<file path="config.mk">
export PLATFORM = sky130hd
export DESIGN_NAME = rxr_ring_writer
export DESIGN_NICKNAME = d
export VERILOG_FILES = /design/src/rtl/rxr_pkg.sv /design/src/rtl/rxr_desc_ring.sv /design/src/rtl/rxr_fill_fsm.sv /design/src/rtl/rxr_ring_writer.sv
export SDC_FILE = /design/constraint.sdc
export NUM_CORES = 1
export LEC_CHECK = 0
export BUFFER_PORTS_ARGS = -buffer_cell sky130_fd_sc_hd__buf_2
export CORE_ASPECT_RATIO = 0.7
export CORE_MARGIN = 8
export CORE_UTILIZATION = 50
export CTS_BUF_LIST = sky130_fd_sc_hd__clkbuf_4
export DETAILED_ROUTE_END_ITERATION = 12
export GPL_TIMING_DRIVEN = 0
export PLACE_DENSITY = 0.79
export SYNTH_ARGS = -nofsm -noshare
export SYNTH_HDL_FRONTEND = slang
export SYNTH_SLANG_ARGS = --single-unit
</file>
<file path="constraint.sdc">
create_clock -name clk -period 2.5 [get_ports clk]
set_input_delay 0.25 -clock clk [delete_from_list [all_inputs] [get_ports clk]]
set_output_delay 0.25 -clock clk [all_outputs]
set_load 0.05 [all_outputs]
</file>
<file path="src/rtl/rxr_pkg.sv">
package rxr_pkg;
    localparam int OWN_BIT  = 0;
    localparam int WRAP_BIT = 1;
    localparam int ERR_BIT  = 13;
    localparam int FIRST_BIT = 14;
    localparam int LAST_BIT = 15;

    typedef enum logic [1:0] {
        ST_IDLE = 2'd0,
        ST_FILL = 2'd1,
        ST_DROP = 2'd2
    } fill_state_t;
endpackage

</file>
<file path="src/rtl/rxr_desc_ring.sv">
module rxr_desc_ring #(
    parameter int          DEPTH     = 8,
    parameter int          BUF_BYTES = 128,
    parameter logic [31:0] BASE_ADDR = 32'h0001_0000,
    parameter int          IDX_W     = 3
) (
    input  logic             clk,
    input  logic             rst_n,
    input  logic             close_en,
    input  logic [IDX_W-1:0] close_idx,
    input  logic [31:0]      close_stat,
    input  logic             free_en,
    input  logic [IDX_W-1:0] free_idx,
    input  logic [IDX_W-1:0] rd_idx,
    output logic [31:0]      rd_addr_word,
    output logic [31:0]      rd_stat_word,
    output logic [DEPTH-1:0] used_vec,
    output logic [DEPTH-1:0] wrap_vec
);
    import rxr_pkg::*;

    logic [31:0] addr_arr [DEPTH];
    logic [31:0] stat_arr [DEPTH];

    for (genvar i = 0; i < DEPTH; i++) begin : g_desc
        localparam logic [31:0] PTR = BASE_ADDR + 32'(i * BUF_BYTES);
        localparam logic        WRP = (i == DEPTH - 1);
        logic        own_q;
        logic [31:0] stat_q;

        always_ff @(posedge clk) begin
            if (!rst_n) begin
                own_q  <= 1'b0;
                stat_q <= '0;
            end else begin
                if (free_en && free_idx == IDX_W'(i)) own_q <= 1'b0;
                if (close_en && close_idx == IDX_W'(i)) begin
                    own_q  <= 1'b1;
                    stat_q <= close_stat;
                end
            end
        end

        always_comb begin
            addr_arr[i]           = PTR;
            addr_arr[i][WRAP_BIT] = WRP;
            addr_arr[i][OWN_BIT]  = own_q;
        end
        assign stat_arr[i] = stat_q;
        assign used_vec[i] = own_q;
        assign wrap_vec[i] = WRP;
    end

    assign rd_addr_word = addr_arr[rd_idx];
    assign rd_stat_word = stat_arr[rd_idx];

    // hardware never closes a descriptor that software still owns
    p_no_overwrite_used_r6: assert property (@(posedge clk) disable iff (!rst_n)
        close_en |-> !used_vec[close_idx]);

    // a free request leaves the descriptor unowned unless hardware reclaims it
    p_free_clears_r9: assert property (@(posedge clk) disable iff (!rst_n)
        (free_en && !(close_en && close_idx == free_idx)) |=> !used_vec[$past(free_idx)]);
endmodule

</file>
<file path="src/rtl/rxr_fill_fsm.sv">
module rxr_fill_fsm #(
    parameter int          DEPTH     = 8,
    parameter int          BUF_BYTES = 128,
    parameter logic [31:0] BASE_ADDR = 32'h0001_0000,
    parameter int          IDX_W     = 3,
    parameter int          LEN_W     = 13
) (
    input  logic             clk,
    input  logic             rst_n,
    input  logic             rx_en,
    input  logic             s_valid,
    input  logic [7:0]       s_data,
    input  logic             s_sof,
    input  logic             s_eof,
    input  logic             s_err,
    input  logic [DEPTH-1:0] used_vec,
    input  logic [DEPTH-1:0] wrap_vec,
    input  logic             nobuf_clr,
    output logic             close_en,
    output logic [IDX_W-1:0] close_idx,
    output logic [31:0]      close_stat,
    output logic             mem_we,
    output logic [31:0]      mem_addr,
    output logic [7:0]       mem_wdata,
    output logic             nobuf
);
    import rxr_pkg::*;

    localparam int OFF_W = $clog2(BUF_BYTES);

    fill_state_t      state_q, state_d;
    logic [IDX_W-1:0] wp_q;
    logic [OFF_W-1:0] off_q;
    logic [LEN_W-1:0] len_q;
    logic             first_q;

    logic             take, blocked, store, buf_end, first_now;
    logic [LEN_W-1:0] len_now;
    logic [IDX_W-1:0] wp_next;

    // state register
    always_ff @(posedge clk) begin
        if (!rst_n) state_q <= ST_IDLE;
        else        state_q <= state_d;
    end

    // next state and control
    always_comb begin
        take      = 1'b0;
        first_now = 1'b0;
        len_now   = len_q + LEN_W'(1);
        state_d   = state_q;
        unique case (state_q)
            ST_IDLE: begin
                take      = rx_en && s_valid && s_sof;
                first_now = 1'b1;
                len_now   = LEN_W'(1);
            end
            ST_FILL: begin
                take      = rx_en && s_valid;
                first_now = first_q;
            end
            ST_DROP: begin
                if (s_valid && s_eof) state_d = ST_IDLE;   // T_FLUSH
            end
            default: state_d = ST_IDLE;
        endcase
        blocked = take && (off_q == '0) && used_vec[wp_q];
        store   = take && !blocked;
        buf_end = store && (s_eof || off_q == OFF_W'(BUF_BYTES - 1));
        if (blocked)    state_d = s_eof ? ST_IDLE : ST_DROP; // T_BLOCK / T_BLOCK_END
        else if (store) state_d = s_eof ? ST_IDLE : ST_FILL; // T_SHORT / T_END / T_START
        if (!rx_en)     state_d = ST_IDLE;                   // T_OFF
        wp_next = wrap_vec[wp_q] ? '0 : wp_q + IDX_W'(1);

        close_en   = buf_end;
        close_idx  = wp_q;
        close_stat = '0;
        close_stat[FIRST_BIT] = first_now;
        if (s_eof) begin
            close_stat[LAST_BIT]  = 1'b1;
            close_stat[ERR_BIT]   = s_err;
            close_stat[LEN_W-1:0] = len_now;
        end
    end

    // datapath registers
    always_ff @(posedge clk) begin
        if (!rst_n) begin
            wp_q      <= '0;
            off_q     <= '0;
            len_q     <= '0;
            first_q   <= 1'b0;
            mem_we    <= 1'b0;
            mem_addr  <= '0;
            mem_wdata <= '0;
            nobuf     <= 1'b0;
        end else begin
            nobuf  <= (nobuf && !nobuf_clr) || blocked;
            mem_we <= store;
            if (store) begin
                mem_addr  <= BASE_ADDR + 32'(wp_q) * 32'(BUF_BYTES) + 32'(off_q);
                mem_wdata <= s_data;
                len_q     <= len_now;
                first_q   <= buf_end ? 1'b0 : first_now;
                off_q     <= buf_end ? '0 : off_q + OFF_W'(1);
            end
            if (buf_end) wp_q <= wp_next;
            if (!rx_en) begin
                wp_q  <= '0;
                off_q <= '0;
            end
        end
    end

    // the no-buffer flag holds until cleared
    p_nobuf_sticky_r7: assert property (@(posedge clk) disable iff (!rst_n)
        (nobuf && !nobuf_clr) |=> nobuf);

    // nothing is written while reception is off
    p_no_write_disabled_r10: assert property (@(posedge clk) disable iff (!rst_n)
        !rx_en |=> !mem_we);

    // every byte write lands inside the ring's buffer area
    p_addr_in_ring_r2: assert property (@(posedge clk) disable iff (!rst_n)
        mem_we |-> (mem_addr >= BASE_ADDR &&
                    mem_addr < BASE_ADDR + 32'(DEPTH) * 32'(BUF_BYTES)));

    // a stray beat between frames writes nothing
    p_idle_ignores_r11: assert property (@(posedge clk) disable iff (!rst_n)
        (state_q == ST_IDLE && !s_sof) |=> !mem_we);
endmodule

</file>
<file path="src/rtl/rxr_ring_writer.sv">
module rxr_ring_writer #(
    parameter int          DEPTH     = 8,
    parameter int          BUF_BYTES = 128,
    parameter logic [31:0] BASE_ADDR = 32'h0001_0000,
    parameter int          LEN_W     = 13
) (
    input  logic                       clk,
    input  logic                       rst_n,
    input  logic                       rx_en,
    input  logic                       s_valid,
    input  logic [7:0]                 s_data,
    input  logic                       s_sof,
    input  logic                       s_eof,
    input  logic                       s_err,
    output logic                       mem_we,
    output logic [31:0]                mem_addr,
    output logic [7:0]                 mem_wdata,
    input  logic [$clog2(DEPTH)-1:0]   sw_idx,
    output logic [31:0]                sw_addr_word,
    output logic [31:0]                sw_stat_word,
    input  logic                       sw_free,
    input  logic                       sw_nobuf_clr,
    output logic                       nobuf
);
    localparam int IDX_W = $clog2(DEPTH);

    logic             close_en;
    logic [IDX_W-1:0] close_idx;
    logic [31:0]      close_stat;
    logic [DEPTH-1:0] used_vec;
    logic [DEPTH-1:0] wrap_vec;

    rxr_fill_fsm #(
        .DEPTH(DEPTH), .BUF_BYTES(BUF_BYTES), .BASE_ADDR(BASE_ADDR),
        .IDX_W(IDX_W), .LEN_W(LEN_W)
    ) u_fsm (
        .clk(clk), .rst_n(rst_n), .rx_en(rx_en),
        .s_valid(s_valid), .s_data(s_data), .s_sof(s_sof),
        .s_eof(s_eof), .s_err(s_err),
        .used_vec(used_vec), .wrap_vec(wrap_vec), .nobuf_clr(sw_nobuf_clr),
        .close_en(close_en), .close_idx(close_idx), .close_stat(close_stat),
        .mem_we(mem_we), .mem_addr(mem_addr), .mem_wdata(mem_wdata),
        .nobuf(nobuf)
    );

    rxr_desc_ring #(
        .DEPTH(DEPTH), .BUF_BYTES(BUF_BYTES), .BASE_ADDR(BASE_ADDR), .IDX_W(IDX_W)
    ) u_ring (
        .clk(clk), .rst_n(rst_n),
        .close_en(close_en), .close_idx(close_idx), .close_stat(close_stat),
        .free_en(sw_free), .free_idx(sw_idx), .rd_idx(sw_idx),
        .rd_addr_word(sw_addr_word), .rd_stat_word(sw_stat_word),
        .used_vec(used_vec), .wrap_vec(wrap_vec)
    );
endmodule

</file>
==> impl_metrics.py, run 1 <==
metrics = {
    "logic_synthesis": {
        "synth-edff-count": 0,
        "yosysSeqAreaShare_pct": 38.7,
        "synth_area_leader_cell": "dfxtp_1",
        "yosysMostFrequentCell": "dfxtp_1",
        "synthTopCellsByArea": "dfxtp_1 39%, o31ai_1 8.4%, mux4_2 8.3%",
        "ys_types": 48,
        "synth_common_cells": "184 x dfxtp_1, 150 x a21oi_1, 107 x nand2_1",
        "netlist_area_um2": 9520,
        "synth_warnings": 0,
        "postSynthAreaPerCell_um2": 8.91,
        "synthCells": 1069,
        "synth_top_cell_area_share_pct": 38.7,
        "synthFlopType": "dfxtp_1",
        "ys_seq_elements": 184,
        "synthArstFlopShare_pct": 0,
    },
    "drt": {
        "num_vias": 9464,
        "dr.first_iter.drc_count": 1543,
        "wl_per_cell_um": 22.6,
        "drc": 0,
        "routed_via_density": 6.40,
        "ant_nets": 0,
        "routed_wl_mm": 33.5,
        "first_pass_iters": 6,
    },
    "final_layout": {
        "regArea_um2": 3690,
        "fill_cells": 1623,
        "drive_above_1_share_pct": 23.2,
        "multi_input_area_um2": 5170,
        "nets": 1251,
        "stdcell_area_um2": 11000,
        "area_growth_pct": 15.7,
    },
    "clock_network": {
        "clock_latency_ps": 620,
        "cts_buffers": 17,
        "clock_sinks": 184,
        "cts_root_buf": "clkbuf_4",
        "clk_transition_reported_paths_ps": 150,
        "cts_tree": "yes",
        "clockBufferDepth": 2,
        "cts_max_level": 4,
    },
    "setup_path": {
        "cp_cell_sequence": "buf_2, clkbuf_2, clkbuf_2, mux4_2, mux2_2, buf_2",
        "critPathRequiredTime_ps": 2250,
        "critical_path.slowest_cell": "clkbuf_2",
        "cp-start-kind": "input port",
        "critPathKind": "input port to output pin",
        "max_stage_delay_ps": 460,
        "cp.arrival_ps": 2220,
        "critPathMaxFanout": 10,
        "crit_buf_inv": 4,
        "crit_family": "buffers and inverters",
        "end_kind": "output pin",
    },
    "pwr": {
        "vdd_drop_max_v": 0.000390,
        "leakagePower_nw": 4.11,
        "power-per-cell-area_nw_per_um2": 495,
    },
    "timing": {
        "finalCritPeriodShare_pct": 98.7,
        "finalHoldViolCount": 0,
        "drv_slew": 0,
        "min_period_ps": 2470,
        "rsz0062_at_grt": "yes",
        "worst_pin_slew_ps": 1100,
        "setup_tns_ps": 0,
        "relSlewSlack_pct": 26.6,
        "fmax_ghz": 0.405,
        "setup_viol": 0,
        "skew_ps": 28.1,
    },
    "global_routing": {
        "use_met2_pct": 35.6,
        "met1_usage_pct": 37.6,
        "top_usage_layer": "met1",
        "grt_overflow": 0,
        "first_global_vias": 8636,
        "grt_usage_pct": 26.8,
        "grt_pass1_wl_mm": 50.4,
        "met3_usage_pct": 11.1,
        "grt_max_degree": 18,
        "antenna_found_initial": 2,
    },
    "die": {
        "fp.dieH_um": 131,
        "fp-row-count": 42,
        "core_um2": 18800,
        "dieArea_um2": 23800,
        "die_w_um": 181,
        "start_util_pct": 50.6,
        "top_level_ports": 126,
    },
    "placement": {
        "gp_congestion": 1.03,
        "port_buffers": 59,
        "hpwl_mm": 24.3,
        "dpl_cell_area_um2": 10400,
    },
    "outcome": {
        "outcome": "completed",
    },
    "hold_path": {
        "min_path_type": "input port to flip-flop",
    },
    "flow_run": {
        "cap_violations": 0,
    },
}
## registers in the layout, indices dropped and copies added, names as in the netlist, named ones only
signal and flops:
u_fsm.nobuf 1, u_fsm.state_q 2, u_fsm.mem_addr 11, u_fsm.first_q 1, u_fsm.off_q 7, u_ring.g_desc.stat_q 128, u_fsm.mem_we 1, u_fsm.len_q 13
u_fsm.mem_wdata 8, u_ring.g_desc.own_q 8, u_fsm.close_idx 3
## kinds of logic (layout without fill, tap and decap cells)
logic type / after synthesis / count (layout) / synth area share (%)
AO/OA/AOI/OAI: 297 / 297 / 19.3
AND/OR/NAND/NOR: 286 / 286 / 15.5
buffers and inverters: 200 / 304 / 11.0
flip-flops: 184 / 184 / 38.7
multiplexers: 87 / 87 / 14.0
adder cells (fa/ha/maj): 9 / 9 / 1.18
XOR/XNOR: 4 / 4 / 0.368
other: 2 / 65 / 0.0789
## stage by stage
step           std cells  power, mW  setup slack (ps)  hold slack, ps  utilization [%]
2_1_floorplan       1131       3.54               265             386                -
3_3_place_gp        1432       3.67              -402             439             55.0
3_5_place_dp        1432       3.67              -463             445             55.0
4_1_cts             1477       5.39              4.84            75.5             57.9
5_1_grt             1477       5.57             -34.9             105             58.6
6_report            1478       5.46              32.8            87.7             58.6
## cell usage in the layout (no fill, tap or decap), types with 5 or more instances in the layout
cell type      instances
dfxtp_1              177
inv_1                 14
clkbuf_2              15
or3_1                 13
dlygate4sd3_1         12
nor2_1                14
o31ai_2                6
buf_1                  5
nand4_1               99
o31ai_1              100
clkbuf_4              23
mux4_2                35
conb_1                64
o21ai_0               17
dfxtp_2                6
ha_1                   9
a21oi_2                5
inv_6                  5
a21oi_1              143
buf_2                 66
nand3_1               18
mux2_2                17
mux2i_1               34
clkbuf_1              72
nand2_1              107
buf_4                 79
or4_1                  7
## cell type report
type	instances	area share, %
plain buffers	183	9.45
well taps	242	2.75
inverters	14	0.477
multi-input cells	747	46.9
clock buffers	18	1.23
repair buffers	75	4.16
diodes	1	0.0227
flip-flops and latches	184	33.5
clock inverters	14	1.46
## what timing repair did
item | CTS | global route
pin swaps | 1 | 2
hold endpoints to repair | 12 | 0
resized for setup | 29 | 46
setup buffers | 3 | 1
hold buffers | 12 | 0
endpoints found under the setup margin | 173 | 155
## power by group
part	internal [mW]	switching, mW
combinational	0.181	0.531
sequential	2.94	0.00802
clock	0.631	1.16
## final timing paths
| check | start | end | slack [ps] | cells past startpoint |
|---|---|---|---|---|
| worst min register to register | u_fsm.mem_addr[5] | u_fsm.mem_addr[5] | 460 | 2 |
| worst max register to register | u_fsm.close_idx[2] | u_ring.g_desc[4].stat_q[0] | 60 | 8 |
| worst min-delay path | sw_free | u_ring.g_desc[7].own_q | 90 | 4 |
| worst max-delay path | sw_idx[1] | sw_stat_word[14] | 30 | 6 |
## per-layer routing
layer | share of wire [%] | up-vias | routed length, um
li1 | - | 4153 | -
met1 | 40 | 4424 | 13200
met2 | 40 | 782 | 13300
met3 | 17 | 101 | 5720
met4 | 3.2 | 4 | 1060
met5 | 0.33 | - | 111
## worst min-delay path, stage by stage
cell and delay [ps]:
buf_2 90, nand2_1 100, o21ai_0 160, a21oi_1 60
Note: power is estimated with default switching activity, not from simulation.
==> inputs of run 2 (changes only) <==
==> constraint.sdc (replaced) <==
create_clock -name clk -period 2.5 [get_ports clk]
set_input_delay 0.25 -clock clk [delete_from_list [all_inputs] [get_ports clk]]
set_output_delay 0.25 -clock clk [all_outputs]
set_load 0.1 [all_outputs]
==> run 2 against run 1 <==
Effect of this change: combinational power increased by 34%; sequential cell count unchanged; wire length decreased by 0.39%; utilization decreased by 0.060 points; non-clock buffer count decreased by 1; critical path depth increased by 1; clock skew increased by 1.9 ps; count of clock-buffer cells in the layout unchanged; critical path type is now flip-flop to flip-flop; critical endpoint is now u_ring.g_desc[0].stat_q[15].
==> impl_metrics.py, run 2 (same netlist as run 1, synthesis figures left out) <==
metrics = {
    "clock_network": {
        "clock_sinks": 184,
        "cts_root_buf": "clkbuf_4",
        "cts_max_level": 4,
        "clockBufferDepth": 2,
        "clk_transition_reported_paths_ps": 150,
        "cts_tree": "yes",
        "clock_latency_ps": 620,
        "cts_buffers": 17,
    },
    "drt": {
        "routed_via_density": 6.44,
        "routed_wl_mm": 33.3,
        "ant_nets": 0,
        "drc": 0,
        "first_pass_iters": 6,
        "wl_per_cell_um": 22.6,
        "num_vias": 9501,
        "dr.first_iter.drc_count": 1611,
    },
    "placement": {
        "dpl_cell_area_um2": 10400,
        "gp_congestion": 1.03,
        "port_buffers": 59,
        "hpwl_mm": 24.3,
    },
    "final_layout": {
        "multi_input_area_um2": 5160,
        "regArea_um2": 3690,
        "fill_cells": 1628,
        "nets": 1250,
        "largest_reg_flops": 128,
        "reg.largest.list": "u_ring.g_desc.stat_q: 128 flops, u_fsm.len_q: 13 flops, u_fsm.mem_addr: 11 flops",
        "diodes": 0,
        "area_growth_pct": 15.6,
        "final_cell_mix": "179 x dfxtp_1, 143 x a21oi_1, 106 x nand2_1",
        "regMostFlops": "u_ring.g_desc.stat_q",
        "stdcell_area_um2": 11000,
        "layout_commonest_cell": "dfxtp_1",
        "drive_above_1_share_pct": 23.0,
    },
    "setup_path": {
        "critPathRequiredTime_ps": 3030,
        "cp-start-kind": "flip-flop",
        "end_kind": "flip-flop",
        "cp_cell_sequence": "inv_1, ha_1, clkbuf_1, inv_1, clkbuf_1, o31ai_1, a21oi_1",
        "crit_buf_inv": 4,
        "cp.arrival_ps": 3020,
        "critPathMaxFanout": 10,
        "critical_path.slowest_cell": "clkbuf_1",
        "critPathKind": "flip-flop to flip-flop",
        "crit_path_start": "u_fsm.close_idx[0]",
        "crit_family": "buffers and inverters",
        "max_stage_delay_ps": 630,
        "r2r_start": "u_fsm.close_idx[0]",
    },
    "die": {
        "top_level_ports": 126,
        "die_w_um": 181,
        "fp.dieH_um": 131,
        "start_util_pct": 50.6,
        "dieArea_um2": 23800,
        "fp-row-count": 42,
        "core_um2": 18800,
    },
    "global_routing": {
        "grt_overflow": 0,
        "grt_usage_pct": 26.7,
        "grt_pass1_wl_mm": 50.3,
        "grt_max_degree": 18,
        "first_global_vias": 8599,
        "antenna_found_initial": 1,
    },
    "timing": {
        "finalCritPeriodShare_pct": 99.6,
        "fmax_ghz": 0.402,
        "skew_ps": 30.0,
        "min_period_ps": 2490,
        "drv_slew": 0,
        "setup_viol": 0,
        "relSlewSlack_pct": 27.3,
        "setup_tns_ps": 0,
        "worst_pin_slew_ps": 1090,
        "finalHoldViolCount": 0,
        "rsz0062_at_grt": "yes",
    },
    "outcome": {
        "outcome": "completed",
    },
    "pwr": {
        "power-per-cell-area_nw_per_um2": 518,
        "leakagePower_nw": 4.12,
        "vdd_drop_max_v": 0.000396,
    },
    "flow_run": {
        "cap_violations": 0,
    },
    "hold_path": {
        "min_path_type": "input port to flip-flop",
        "hold_start": "sw_free",
    },
}
==> run 2: cell types whose count changed in the layout (fill, tap and decap cells not counted), sizes merged <==
cell           previous run  this run
clkbuf                  110       106
buf                     152       154
clkdlybuf4s15             2         3
diode                     1         0
==> run 2: repair_timing <==
| item | CTS | global route |
|---|---|---|
| hold buffers | 12 | 0 |
| endpoints found under the setup margin | 174 | 155 |
| pin swaps | 1 | 1 |
| buffers inserted | 2 | 2 |
| cloned | 0 | 0 |
| endpoints found under the hold margin | 12 | 0 |
| gates resized for setup | 31 | 43 |
==> run 2: cell type report <==
type	count	area share [%]
Buffer	182	9.53
Multi-Input combinational cell	747	46.8
Tap cell	242	2.75
Clock buffer	18	1.23
Timing Repair Buffer	75	4.16
Inverter	14	0.477
Sequential cell	184	33.5
Clock inverter	14	1.47
==> run 2: path summary, 6_finish.rpt <==
check                           endpoint  slack, ps  depth (start not counted)
max reg2reg  u_ring.g_desc[0].stat_q[15]         10                          7
min reg2reg            u_fsm.mem_addr[5]        460                          2
min               u_ring.g_desc[7].own_q         90                          4
max          u_ring.g_desc[0].stat_q[15]         10                          7
==> run 2: routing by layer <==
metal  GRT usage [%]  wire length, um  up-vias  share of wire, %
met3            11.1             5390      106                16
met5            3.15              101        -              0.30
li1                -                -     4155                 -
met4            9.63             1090        2               3.3
met1            37.6            13500     4490                40
met2            35.5            13300      748                40
==> run 2: stage by stage <==
stage | power [mW] | std cells | hold WS (ps) | setup WS, ps | utilization, %
global placement | 3.91 | 1432 | 439 | -484 | 55.0
detailed placement | 3.92 | 1432 | 445 | -545 | 55.0
floorplan | 3.78 | 1131 | 386 | 265 | -
finish | 5.70 | 1476 | 87.2 | 11.0 | 58.5
global route | 5.81 | 1476 | 105 | -49.2 | 58.5
CTS | 5.64 | 1475 | 75.5 | 15.9 | 57.8
==> run 2: worst reg2reg max path, cell delays in order (launching register included) <==
cell and delay, ps:
dfxtp_1 570, inv_1 140, ha_1 210, clkbuf_1 260, inv_1 250, clkbuf_1 630
o31ai_1 190, a21oi_1 190
==> run 2: where the power goes <==
group / internal (mW) / switching, mW
Clock: 0.631 / 1.16
Combinational: 0.181 / 0.773
Sequential: 2.94 / 0.00806
